===== src/rtl/swd_xfer_pkg.sv =====
package swd_xfer_pkg;

    localparam int DATA_W = 32;

    typedef enum logic [3:0] {
        S_IDLE,
        S_HEADER,
        S_TURN_IN,
        S_ACK_IN,
        S_READ_DATA,
        S_TURN_OUT,
        S_WRITE_DATA,
        S_WAIT_IDLE,
        S_TRAILING,
        S_FINISH
    } xfer_state_t;

    typedef enum logic [1:0] {
        XS_OK    = 2'd0,
        XS_WAIT  = 2'd1,
        XS_FAULT = 2'd2
    } xfer_status_t;

    localparam logic [2:0] ACK_CODE_OK   = 3'b001;
    localparam logic [2:0] ACK_CODE_WAIT = 3'b010;

    // Maps a raw acknowledge code onto the reported status.
    function automatic xfer_status_t classify_ack(input logic [2:0] code);
        xfer_status_t r;
        case (code)
            ACK_CODE_OK:   r = XS_OK;
            ACK_CODE_WAIT: r = XS_WAIT;
            default:       r = XS_FAULT;
        endcase
        return r;
    endfunction

    // Header bits, index 0 goes on the wire first.
    function automatic logic [7:0] build_header(input logic [3:0] rq);
        return {1'b1, 1'b0, ^rq, rq[3], rq[2], rq[1], rq[0], 1'b1};
    endfunction

endpackage


===== src/rtl/swd_half_timer.sv =====
module swd_half_timer #(
    parameter int HALF_DIV = 4
) (
    input  logic clk,
    input  logic rst_n,
    input  logic run_i,
    output logic phase_o,
    output logic rise_o,
    output logic fall_o
);
    localparam int CW = (HALF_DIV > 1) ? $clog2(HALF_DIV) : 1;
    localparam logic [CW-1:0] LAST = CW'(HALF_DIV - 1);

    logic [CW-1:0] cnt_q;
    logic          phase_q;
    logic          last;

    assign last = (cnt_q == LAST);

    always_ff @(posedge clk) begin
        if (!rst_n || !run_i) begin
            cnt_q   <= '0;
            phase_q <= 1'b0;
        end else if (last) begin
            cnt_q   <= '0;
            phase_q <= ~phase_q;
        end else begin
            cnt_q <= cnt_q + 1'b1;
        end
    end

    assign phase_o = phase_q;
    assign rise_o  = run_i & ~phase_q & last;
    assign fall_o  = run_i &  phase_q & last;

    // a rising transition can never be followed directly by another one
    a_r2_no_back_to_back_rise: assert property (@(posedge clk) disable iff (!rst_n)
        rise_o |=> !rise_o);

endmodule


===== src/rtl/swd_rx_capture.sv =====
module swd_rx_capture
    import swd_xfer_pkg::*;
(
    input  logic              clk,
    input  logic              rst_n,
    input  logic              clear_i,
    input  logic              ack_take_i,
    input  logic              data_take_i,
    input  logic              par_take_i,
    input  logic [4:0]        bit_idx_i,
    input  logic              din_i,
    output logic [2:0]        ack_o,
    output logic [DATA_W-1:0] rdata_o,
    output logic              perr_o
);
    logic [2:0]        ack_q;
    logic [DATA_W-1:0] word_q;
    logic              perr_q;

    always_ff @(posedge clk) begin
        if (!rst_n || clear_i) begin
            ack_q  <= '0;
            word_q <= '0;
            perr_q <= 1'b0;
        end else begin
            if (ack_take_i)
                ack_q <= {ack_q[1:0], din_i};
            if (data_take_i)
                word_q[bit_idx_i] <= din_i;
            if (par_take_i)
                perr_q <= din_i ^ (^word_q);
        end
    end

    assign ack_o   = ack_q;
    assign rdata_o = word_q;
    assign perr_o  = perr_q;

    // the parity flag only rises on the parity slot
    a_r5_perr_from_parity_slot: assert property (@(posedge clk) disable iff (!rst_n)
        $rose(perr_q) |-> $past(par_take_i));

endmodule


===== src/rtl/swd_xfer_engine.sv =====
module swd_xfer_engine
    import swd_xfer_pkg::*;
#(
    parameter int HALF_DIV = 4,
    parameter int TRAIL_W  = 8
) (
    input  logic               clk,
    input  logic               rst_n,
    input  logic               start_i,
    input  logic [3:0]         req_i,
    input  logic [31:0]        wdata_i,
    input  logic [TRAIL_W-1:0] trail_i,
    output logic               busy_o,
    output logic               done_o,
    output logic               swclk_o,
    output logic               swdio_o,
    output logic               swdio_oe,
    input  logic               swdio_i,
    output logic [31:0]        rdata_o,
    output logic [2:0]         ack_o,
    output logic [1:0]         status_o,
    output logic               parity_err_o
);
    localparam int CNT_W = (TRAIL_W > 6) ? TRAIL_W : 6;
    localparam logic [CNT_W-1:0] HDR_LAST  = CNT_W'(7);
    localparam logic [CNT_W-1:0] ACK_LAST  = CNT_W'(2);
    localparam logic [CNT_W-1:0] WORD_LAST = CNT_W'(DATA_W);
    localparam logic [CNT_W-1:0] PAIR_LAST = CNT_W'(1);

    xfer_state_t       state_q, state_d;
    logic [CNT_W-1:0]  cnt_q, cnt_d;
    logic [3:0]        req_q;
    logic [DATA_W-1:0] wdata_q;
    logic [TRAIL_W-1:0] trail_q;
    xfer_status_t      status_q;

    logic run, phase, rise, fall, accept;
    logic [7:0] header;
    logic [2:0] ack_w;
    xfer_state_t after_data;

    assign run    = (state_q != S_IDLE) && (state_q != S_FINISH);
    assign accept = (state_q == S_IDLE) && start_i;
    assign header = build_header(req_q);
    assign after_data = (trail_q == '0) ? S_FINISH : S_TRAILING;

    swd_half_timer #(.HALF_DIV(HALF_DIV)) i_timer (
        .clk     (clk),
        .rst_n   (rst_n),
        .run_i   (run),
        .phase_o (phase),
        .rise_o  (rise),
        .fall_o  (fall)
    );

    swd_rx_capture i_capture (
        .clk         (clk),
        .rst_n       (rst_n),
        .clear_i     (accept),
        .ack_take_i  (rise && (state_q == S_ACK_IN)),
        .data_take_i (rise && (state_q == S_READ_DATA) && (cnt_q != WORD_LAST)),
        .par_take_i  (rise && (state_q == S_READ_DATA) && (cnt_q == WORD_LAST)),
        .bit_idx_i   (cnt_q[4:0]),
        .din_i       (swdio_i),
        .ack_o       (ack_w),
        .rdata_o     (rdata_o),
        .perr_o      (parity_err_o)
    );

    // State register and per-transfer latches
    always_ff @(posedge clk) begin
        if (!rst_n) begin
            state_q  <= S_IDLE;
            cnt_q    <= '0;
            req_q    <= '0;
            wdata_q  <= '0;
            trail_q  <= '0;
            status_q <= XS_OK;
        end else begin
            state_q <= state_d;
            cnt_q   <= cnt_d;
            if (accept) begin
                req_q    <= req_i;
                wdata_q  <= wdata_i;
                trail_q  <= trail_i;
                status_q <= XS_OK;
            end else if (fall && (state_q == S_ACK_IN) && (cnt_q == ACK_LAST)) begin
                status_q <= classify_ack(ack_w);
            end
        end
    end

    // Next-state logic; slots end on the falling transition of the link clock
    always_comb begin
        state_d = state_q;
        cnt_d   = cnt_q;
        unique case (state_q)
            S_IDLE: begin
                if (start_i) begin
                    state_d = S_HEADER;
                    cnt_d   = '0;
                end
            end
            S_HEADER: begin
                if (fall) begin
                    cnt_d = cnt_q + 1'b1;
                    if (cnt_q == HDR_LAST) begin
                        state_d = S_TURN_IN;
                        cnt_d   = '0;
                    end
                end
            end
            S_TURN_IN: begin
                if (fall) begin
                    state_d = S_ACK_IN;
                    cnt_d   = '0;
                end
            end
            S_ACK_IN: begin
                if (fall) begin
                    cnt_d = cnt_q + 1'b1;
                    if (cnt_q == ACK_LAST) begin
                        cnt_d = '0;
                        unique case (classify_ack(ack_w))
                            XS_OK:   state_d = req_q[1] ? S_READ_DATA : S_TURN_OUT;
                            XS_WAIT: state_d = S_WAIT_IDLE;
                            default: state_d = S_FINISH;
                        endcase
                    end
                end
            end
            S_READ_DATA, S_WRITE_DATA: begin
                if (fall) begin
                    cnt_d = cnt_q + 1'b1;
                    if (cnt_q == WORD_LAST) begin
                        state_d = after_data;
                        cnt_d   = '0;
                    end
                end
            end
            S_TURN_OUT: begin
                if (fall) begin
                    cnt_d = cnt_q + 1'b1;
                    if (cnt_q == PAIR_LAST) begin
                        state_d = S_WRITE_DATA;
                        cnt_d   = '0;
                    end
                end
            end
            S_WAIT_IDLE: begin
                if (fall) begin
                    cnt_d = cnt_q + 1'b1;
                    if (cnt_q == PAIR_LAST) begin
                        state_d = S_FINISH;
                        cnt_d   = '0;
                    end
                end
            end
            S_TRAILING: begin
                if (fall) begin
                    cnt_d = cnt_q + 1'b1;
                    if (cnt_q == CNT_W'(trail_q) - 1'b1) begin
                        state_d = S_FINISH;
                        cnt_d   = '0;
                    end
                end
            end
            S_FINISH: begin
                state_d = S_IDLE;
                cnt_d   = '0;
            end
            default: begin
                state_d = S_IDLE;
                cnt_d   = '0;
            end
        endcase
    end

    // Outputs
    always_comb begin
        swclk_o  = run & phase;
        busy_o   = run;
        done_o   = (state_q == S_FINISH);
        swdio_oe = 1'b0;
        swdio_o  = 1'b0;
        unique case (state_q)
            S_HEADER: begin
                swdio_oe = 1'b1;
                swdio_o  = header[cnt_q[2:0]];
            end
            S_WRITE_DATA: begin
                swdio_oe = 1'b1;
                swdio_o  = (cnt_q == WORD_LAST) ? ^wdata_q : wdata_q[cnt_q[4:0]];
            end
            default: begin
                swdio_oe = 1'b0;
                swdio_o  = 1'b0;
            end
        endcase
    end

    assign ack_o    = ack_w;
    assign status_o = status_q;

    // data and its enable are stable across every rising link clock
    a_r2_stable_at_rise: assert property (@(posedge clk) disable iff (!rst_n)
        $rose(swclk_o) |-> ($stable(swdio_o) && $stable(swdio_oe)));

    // the link clock only toggles inside a transaction
    a_r1_clock_only_busy: assert property (@(posedge clk) disable iff (!rst_n)
        $rose(swclk_o) |-> busy_o);

    // completion is a single-cycle pulse outside busy
    a_r10_done_pulse: assert property (@(posedge clk) disable iff (!rst_n)
        done_o |=> !done_o);
    a_r10_done_not_busy: assert property (@(posedge clk) disable iff (!rst_n)
        done_o |-> !busy_o);

    // an OK acknowledge at completion always reports OK status
    a_r9_ok_status: assert property (@(posedge clk) disable iff (!rst_n)
        (done_o && (ack_o == ACK_CODE_OK)) |-> (status_o == 2'd0));

endmodule


===== config.mk =====
export PLATFORM = sky130hd
export DESIGN_NAME = swd_xfer_engine
export DESIGN_NICKNAME = d
export VERILOG_FILES = /design/src/rtl/swd_xfer_pkg.sv /design/src/rtl/swd_half_timer.sv /design/src/rtl/swd_rx_capture.sv /design/src/rtl/swd_xfer_engine.sv
export SDC_FILE = /design/constraint.sdc
export NUM_CORES = 1
export LEC_CHECK = 0
export BUFFER_PORTS_ARGS = -buffer_cell sky130_fd_sc_hd__clkbuf_2
export CORE_MARGIN = 3
export CORE_UTILIZATION = 55
export CTS_CLUSTER_SIZE = 16
export DETAILED_ROUTE_END_ITERATION = 12
export PLACE_DENSITY = 0.78
export SLEW_MARGIN = 20
export SYNTH_ARGS = -nofsm -noshare
export SYNTH_HDL_FRONTEND = slang
export SYNTH_SLANG_ARGS = --single-unit

===== constraint.sdc =====
create_clock -name clk -period 7.6 [get_ports clk]
set_input_delay 1.52 -clock clk [delete_from_list [all_inputs] [get_ports clk]]
set_output_delay 1.52 -clock clk [all_outputs]
set_load 0.02 [all_outputs]

## After elaboration in Yosys (flattened, before gate mapping)

Index checks and enable logic that the tools add are counted.

- Bits in writable memories: 0
- Flip-flop bits (word level): 97
- Input bits: 48
- Logic and storage cells: 131
- ROM bits: 0
- Bits in latches: 0
- Memories kept: 0

- $lt $le $gt $ge: 3
- Bitwise gates (word level): 7
- Shifts and indexed selects: 0
- Equality and inequality tests: 35
- Div/mod/pow operators: 0
- Reduce and logical (&&, ||, !) cells: 27
- Multiply operators: 0
- Add/subtract/negate cells: 3
- Mux-type cells: 45

Operator list:

| cell | count |
|---|---|
| 8-bit two-way mux | 12 |
| 32-bit parity | 2 |
| 4-bit two-way mux | 14 |
| 8-bit case mux with 7 select lines | 1 |
| 32-bit bitwise mux | 1 |
| 4-bit case mux with 8 select lines | 1 |
| 2-bit inequality test, second input constant | 13 |
| 4-bit by 3-bit equality test with 1-bit output, second input constant | 4 |
| 14-bit AND reduction | 1 |
| 2-bit OR reduction | 5 |
| 1-bit logical AND | 9 |
| 8-bit by 1-bit adder with 8-bit output, second input constant | 1 |
| 4-bit by 2-bit equality test with 1-bit output, second input constant | 2 |
| 4-bit equality test, second input constant | 2 |
| 8-bit by 1-bit equality test with 1-bit output, second input constant | 1 |
| 8-bit by 2-bit equality test with 1-bit output, second input constant | 1 |
| 8-bit by 3-bit equality test with 1-bit output, second input constant | 1 |
| 8-bit by 6-bit equality test with 1-bit output, second input constant | 1 |
| 8-bit equality test | 1 |
| 8-bit logical NOT | 1 |
| 8-bit by 6-bit inequality test with 1-bit output, second input constant | 1 |
| 4-bit case mux with 2 select lines | 1 |
| 8-bit by 1-bit subtractor with 8-bit output, second input constant | 1 |
| 1-bit two-way mux | 7 |
| 27 further kinds | 36 |

## Logic depth before layout (Yosys ltp)

- Depth in word-level cells: 11
- Depth in mapped cells: 11
- Depth with buffers taken out: 8

## Hierarchy

From an unflattened synthesis, not the netlist that was laid out.

- Cell total of the unflattened synthesis: 678
- Area total of the unflattened synthesis: 5401.4 µm²

By module, submodules not included:

| module | area an instance (µm²) | seq. area each (µm²) | cells an instance | times used |
|---|---|---|---|---|
| swd_xfer_engine | 3410.8 | 1161.1 | 427 | 1 |
| swd_rx_capture | 1854.3 | 720.7 | 238 | 1 |
| swd_half_timer | 136.4 | 60.1 | 13 | 1 |

## Worst setup path before layout

No wires, ideal clock.

- Path kind: reg-to-output
- Start: register cnt_q[0]
- End: output port swdio_o
- Path buffers: 2
- Arrival: 2.319 ns
- Required time: 6.080 ns
- Path slack: 3.761 ns
- Cell stages (with the launch flop): 7
- Path through: dfxtp_1 -> buf_2 -> clkbuf_1 -> mux4_2 -> mux4_1 -> o2111ai_1 -> o21ai_0

- Word-level cells in the longest chain between the ends: 4
- Elaborated cells between the ends (all ways): 7

RTL lines:

| element | RTL line | text |
|---|---|---|
| start, declared | swd_xfer_engine.sv:31 | `logic [CNT_W-1:0] cnt_q, cnt_d;` |
| start signal, assigned | swd_xfer_engine.sv:81 | `cnt_q <= cnt_d;` |
| 1-bit binary-select mux with 5-bit select | swd_xfer_engine.sv:193 | `swdio_o = (cnt_q == WORD_LAST) ? ^wdata_q : wdata_q[cnt_q[4:0]];` |
| 1-bit two-way mux (implied by the code) | swd_xfer_engine.sv:193 |  |
| 1-bit two-way mux | swd_xfer_engine.sv:193 |  |
| 1-bit case mux with 2 select lines (*) | swd_xfer_engine.sv:186 | `unique case (state_q)` |
| end, declared | swd_xfer_engine.sv:16 | `output logic swdio_o,` |

Every way passes the cells marked *; elsewhere a longest branch is shown, timed or not. The select of a mux whose other input is x is not followed.

## Worst setup path in the final report

Same ends and word-level chain as after synthesis.

==> summary.md <==
The run finished with clean final reports. Dividing the detail-routed wire length by the instance count gives 15.31 um. The area overhead of the layout relative to synthesis is 12.67%. The antenna diode count is 0, and the detailed router's first-iteration violation count is 334. Once placement finished, the instance area stood at 0.005752 mm^2. The H-tree was split into 3 levels. For the final-report setup violation count, the log shows 0. The number of buffers added by the clock tree synthesis step is 9, and the unique cell type count in the Yosys netlist is 53. The tools report the maximum clock insertion buffer count as 2. The class of the most critical hold timing path was reg2reg. The tools report the worst slew margin relative to its limit as 38.39%. The first-pass iteration count of the detailed router is 5, and the share of the clock period used by the worst path after layout is 58.60%.

The tools report the share of synthesized area occupied by flip-flops and latches as 36.60%. The tools report the number of antenna violations at the first check in global routing as 0. The share of flip-flops with an asynchronous set or reset was 0%. For the final-report hold violation count, the log shows 0. The horizontal die dimension is 104.2 um. In this run, synthesis inferred 0 flip-flops with an integrated enable. The data required time of the worst path is 6.08 ns. When the netlist entered floorplanning its net count stood at 700. The highest net fanout along the worst path is 19, and the mean cell area of the mapped netlist is 8.212 um^2. The worst IR drop on VDD was 0.0001251 V. Arrival time at the worst endpoint: 2.93 ns. The flip-flop and latch count after synthesis came out at 97. The worst setup path is launched from a flop. The run gives 0.4332 ns as the final hold slack. For this configuration, the core starts out at a cell density of 56.87%. Clock-pin slew was measured on the worst setup and hold paths at 0.11 ns. Clock skew on the completed layout was measured at 0.02197 ns.

The floorplan step set the die height to 104.2 um. Cells with a size suffix above 1 make up 17.49% of the layout. 91 I/O pins were placed.

The critical path is of the reg2out type. During placement, the flow inserted port buffers numbering 90. The buffer cell driving the clock tree root is clkbuf_8.

The number of hold buffers added after CTS was 0. After detailed routing, the number of remaining DRC violations is 0. Summing internal, switching and leakage power gives 0.001610 W. Entering global routing, the biggest net connects 56 pins.

The run gives 0 ns as the total negative setup slack. Remaining antenna violation count after routing: 0. The initialized floorplan defines 35 standard-cell rows. The run gives 0.8971 as the final RePlAce weighted congestion. For the pin with the worst max-slew slack, the measured transition is 0.9242 ns. The total overflow left after global routing is 0. Post-cts sizing count: 0. The cell count after synthesis came out at 646.

Number of max-slew violations in the final report: 0. The number of setup buffers added after CTS was 0; the synthesis warning total was 0. For this run, the leading register cell type out of synthesis is dfxtp_1. The category of the worst setup path capture point was a primary output. The tools report the highest attainable clock frequency as 224.5 MHz. The run gives 64.08% as the fraction of the core area covered by cells at the end of the flow. The die area came out at 0.01086 mm^2.

Counting I/O delays and the setup requirement, the final critical path takes 4.454 ns. The power density over the cells works out to 269.4 mW/mm^2. The tool flagged a number of max-cap violations equal to 0.

The later pin in the worst-skew pair is clocked with a latency of 0.38 ns. Wires add up to 12830 um. Detailed placement ended at an HPWL of 8927 um.

After detailed routing, the number of vias per cell comes to 5.555. TritonCTS built the clock tree. Clock tree synthesis found a total of 97 sinks. Setup repair after global routing left no endpoint under its margin.

In this run the standard cell core region covers 0.009328 mm^2. The count of vias placed by the detailed router was 4655; the mapped cell area was 0.005305 mm^2. For this run, the total global-route usage over all layers was measured as 23.80%. The via count of the first global-routing pass is 4382. After the last flow step, the layout net total stands at 758.

The final standard cell area without fillers is 0.005977 mm^2, and the leakage power is 2.496 nW. The global-route wire length before repair was 21420 um.
-- logic make-up after synthesis --
family	share of synthesized area (%)
AND/OR/NAND/NOR	22.95
adder cells (fa/ha/maj)	1.415
multiplexers	11.75
buffers and inverters	4.151
AO/OA/AOI/OAI	10.33
XOR/XNOR	12.81
flip-flops	36.60
-- cell usage after synthesis (8+ instances only) --
| cell type | count | share of area (%) |
|---|---|---|
| nand2_1 | 140 | 9.9 |
| dfxtp_1 | 97 | 37 |
| xnor2_1 | 64 | 11 |
| a21oi_1 | 62 | 5.8 |
| nor2_1 | 51 | 3.6 |
| clkbuf_1 | 39 | 2.8 |
| mux2i_1 | 39 | 7.4 |
| nor3_1 | 14 | 1.3 |
| and2_1 | 11 | 1.3 |
| xor2_1 | 11 | 1.8 |
| nand3_1 | 10 | 0.94 |
| inv_1 | 9 | 0.64 |
| mux4_2 | 8 | 3.4 |
| o21ai_0 | 8 | 0.75 |
-- cells in the final DEF (no fill, tap or decap), types with 3 or more instances in the layout --
cell,n
xnor2_1,64
clkbuf_8,9
nor3b_1,4
nor3_1,14
clkbuf_2,90
nand2b_1,7
o22ai_1,4
a21oi_1,62
dfxtp_1,97
mux4_2,8
o21ai_0,8
and2_1,11
nand3_1,10
ha_1,6
nor4_1,6
and3_1,4
inv_1,9
nor4b_1,3
nand3b_1,5
or2_2,3
mux2i_1,39
nor2_1,51
nand2_1,139
xor2_1,11
-- per-layer routing --
metal	track usage, %	vias up	part of all wire (%)
li1	-	2293	-
met5	0	-	0
met2	40.25	138	50
met3	3.786	19	5.0
met4	7.407	0	1.4
met1	31.28	2205	44
-- per-stage QoR --
stage	instances	setup slack (ns)
after detailed placement	822	3.526
after floorplan	646	3.761
final	838	3.146
after CTS	838	3.103
after global placement	822	3.573
after global routing	838	2.906
-- worst max-delay path: stages, from the launching register on --
cell and delay, ns:
dfxtp_1 0.90, mux4_2 0.59, mux4_1 0.50, nor2_1 0.11, nand2_1 0.06, o2111ai_1 0.08, o21ai_0 0.13, clkbuf_2 0.18
-- report_power, final --
part,total (W),switching [W],internal (W)
Clock,0.000377,0.000190,0.000187
Sequential,0.000647,0.0000847,0.000562
Combinational,0.000586,0.000329,0.000257
-- flip-flops by register name (all words and copies together) (netlist names) --
register / count
i_capture.perr_o: 1
cnt_q: 8
wdata_q: 32
req_q: 4
i_capture.rdata_o: 32
trail_q: 8
status_o: 2
i_timer.cnt_q: 2
i_capture.ack_o: 3
i_timer.phase_o: 1
state_q: 4
-- final timing paths --
path                                       start                to  slack (ns)  cells after the start
worst min-delay path            i_timer.cnt_q[0]  i_timer.cnt_q[0]        0.43                      1
worst max-delay path                    cnt_q[0]           swdio_o        3.15                      7
worst min register to register  i_timer.cnt_q[0]  i_timer.cnt_q[0]        0.43                      1
worst max register to register          cnt_q[0]        state_q[2]        4.71                      6
-- cell type report --
| cell class | instances | area, um^2 |
|---|---|---|
| clock inverter | 6 | 90.09 |
| sequential | 97 | 1942 |
| tap | 129 | 161.4 |
| clock buffer | 10 | 127.6 |
| fill | 800 | 3351 |
| timing repair buffer | 92 | 465.4 |
| multi-input combinational | 494 | 3153 |
| inverter | 10 | 37.54 |
No activity file was read; power rests on OpenSTA's default activity.
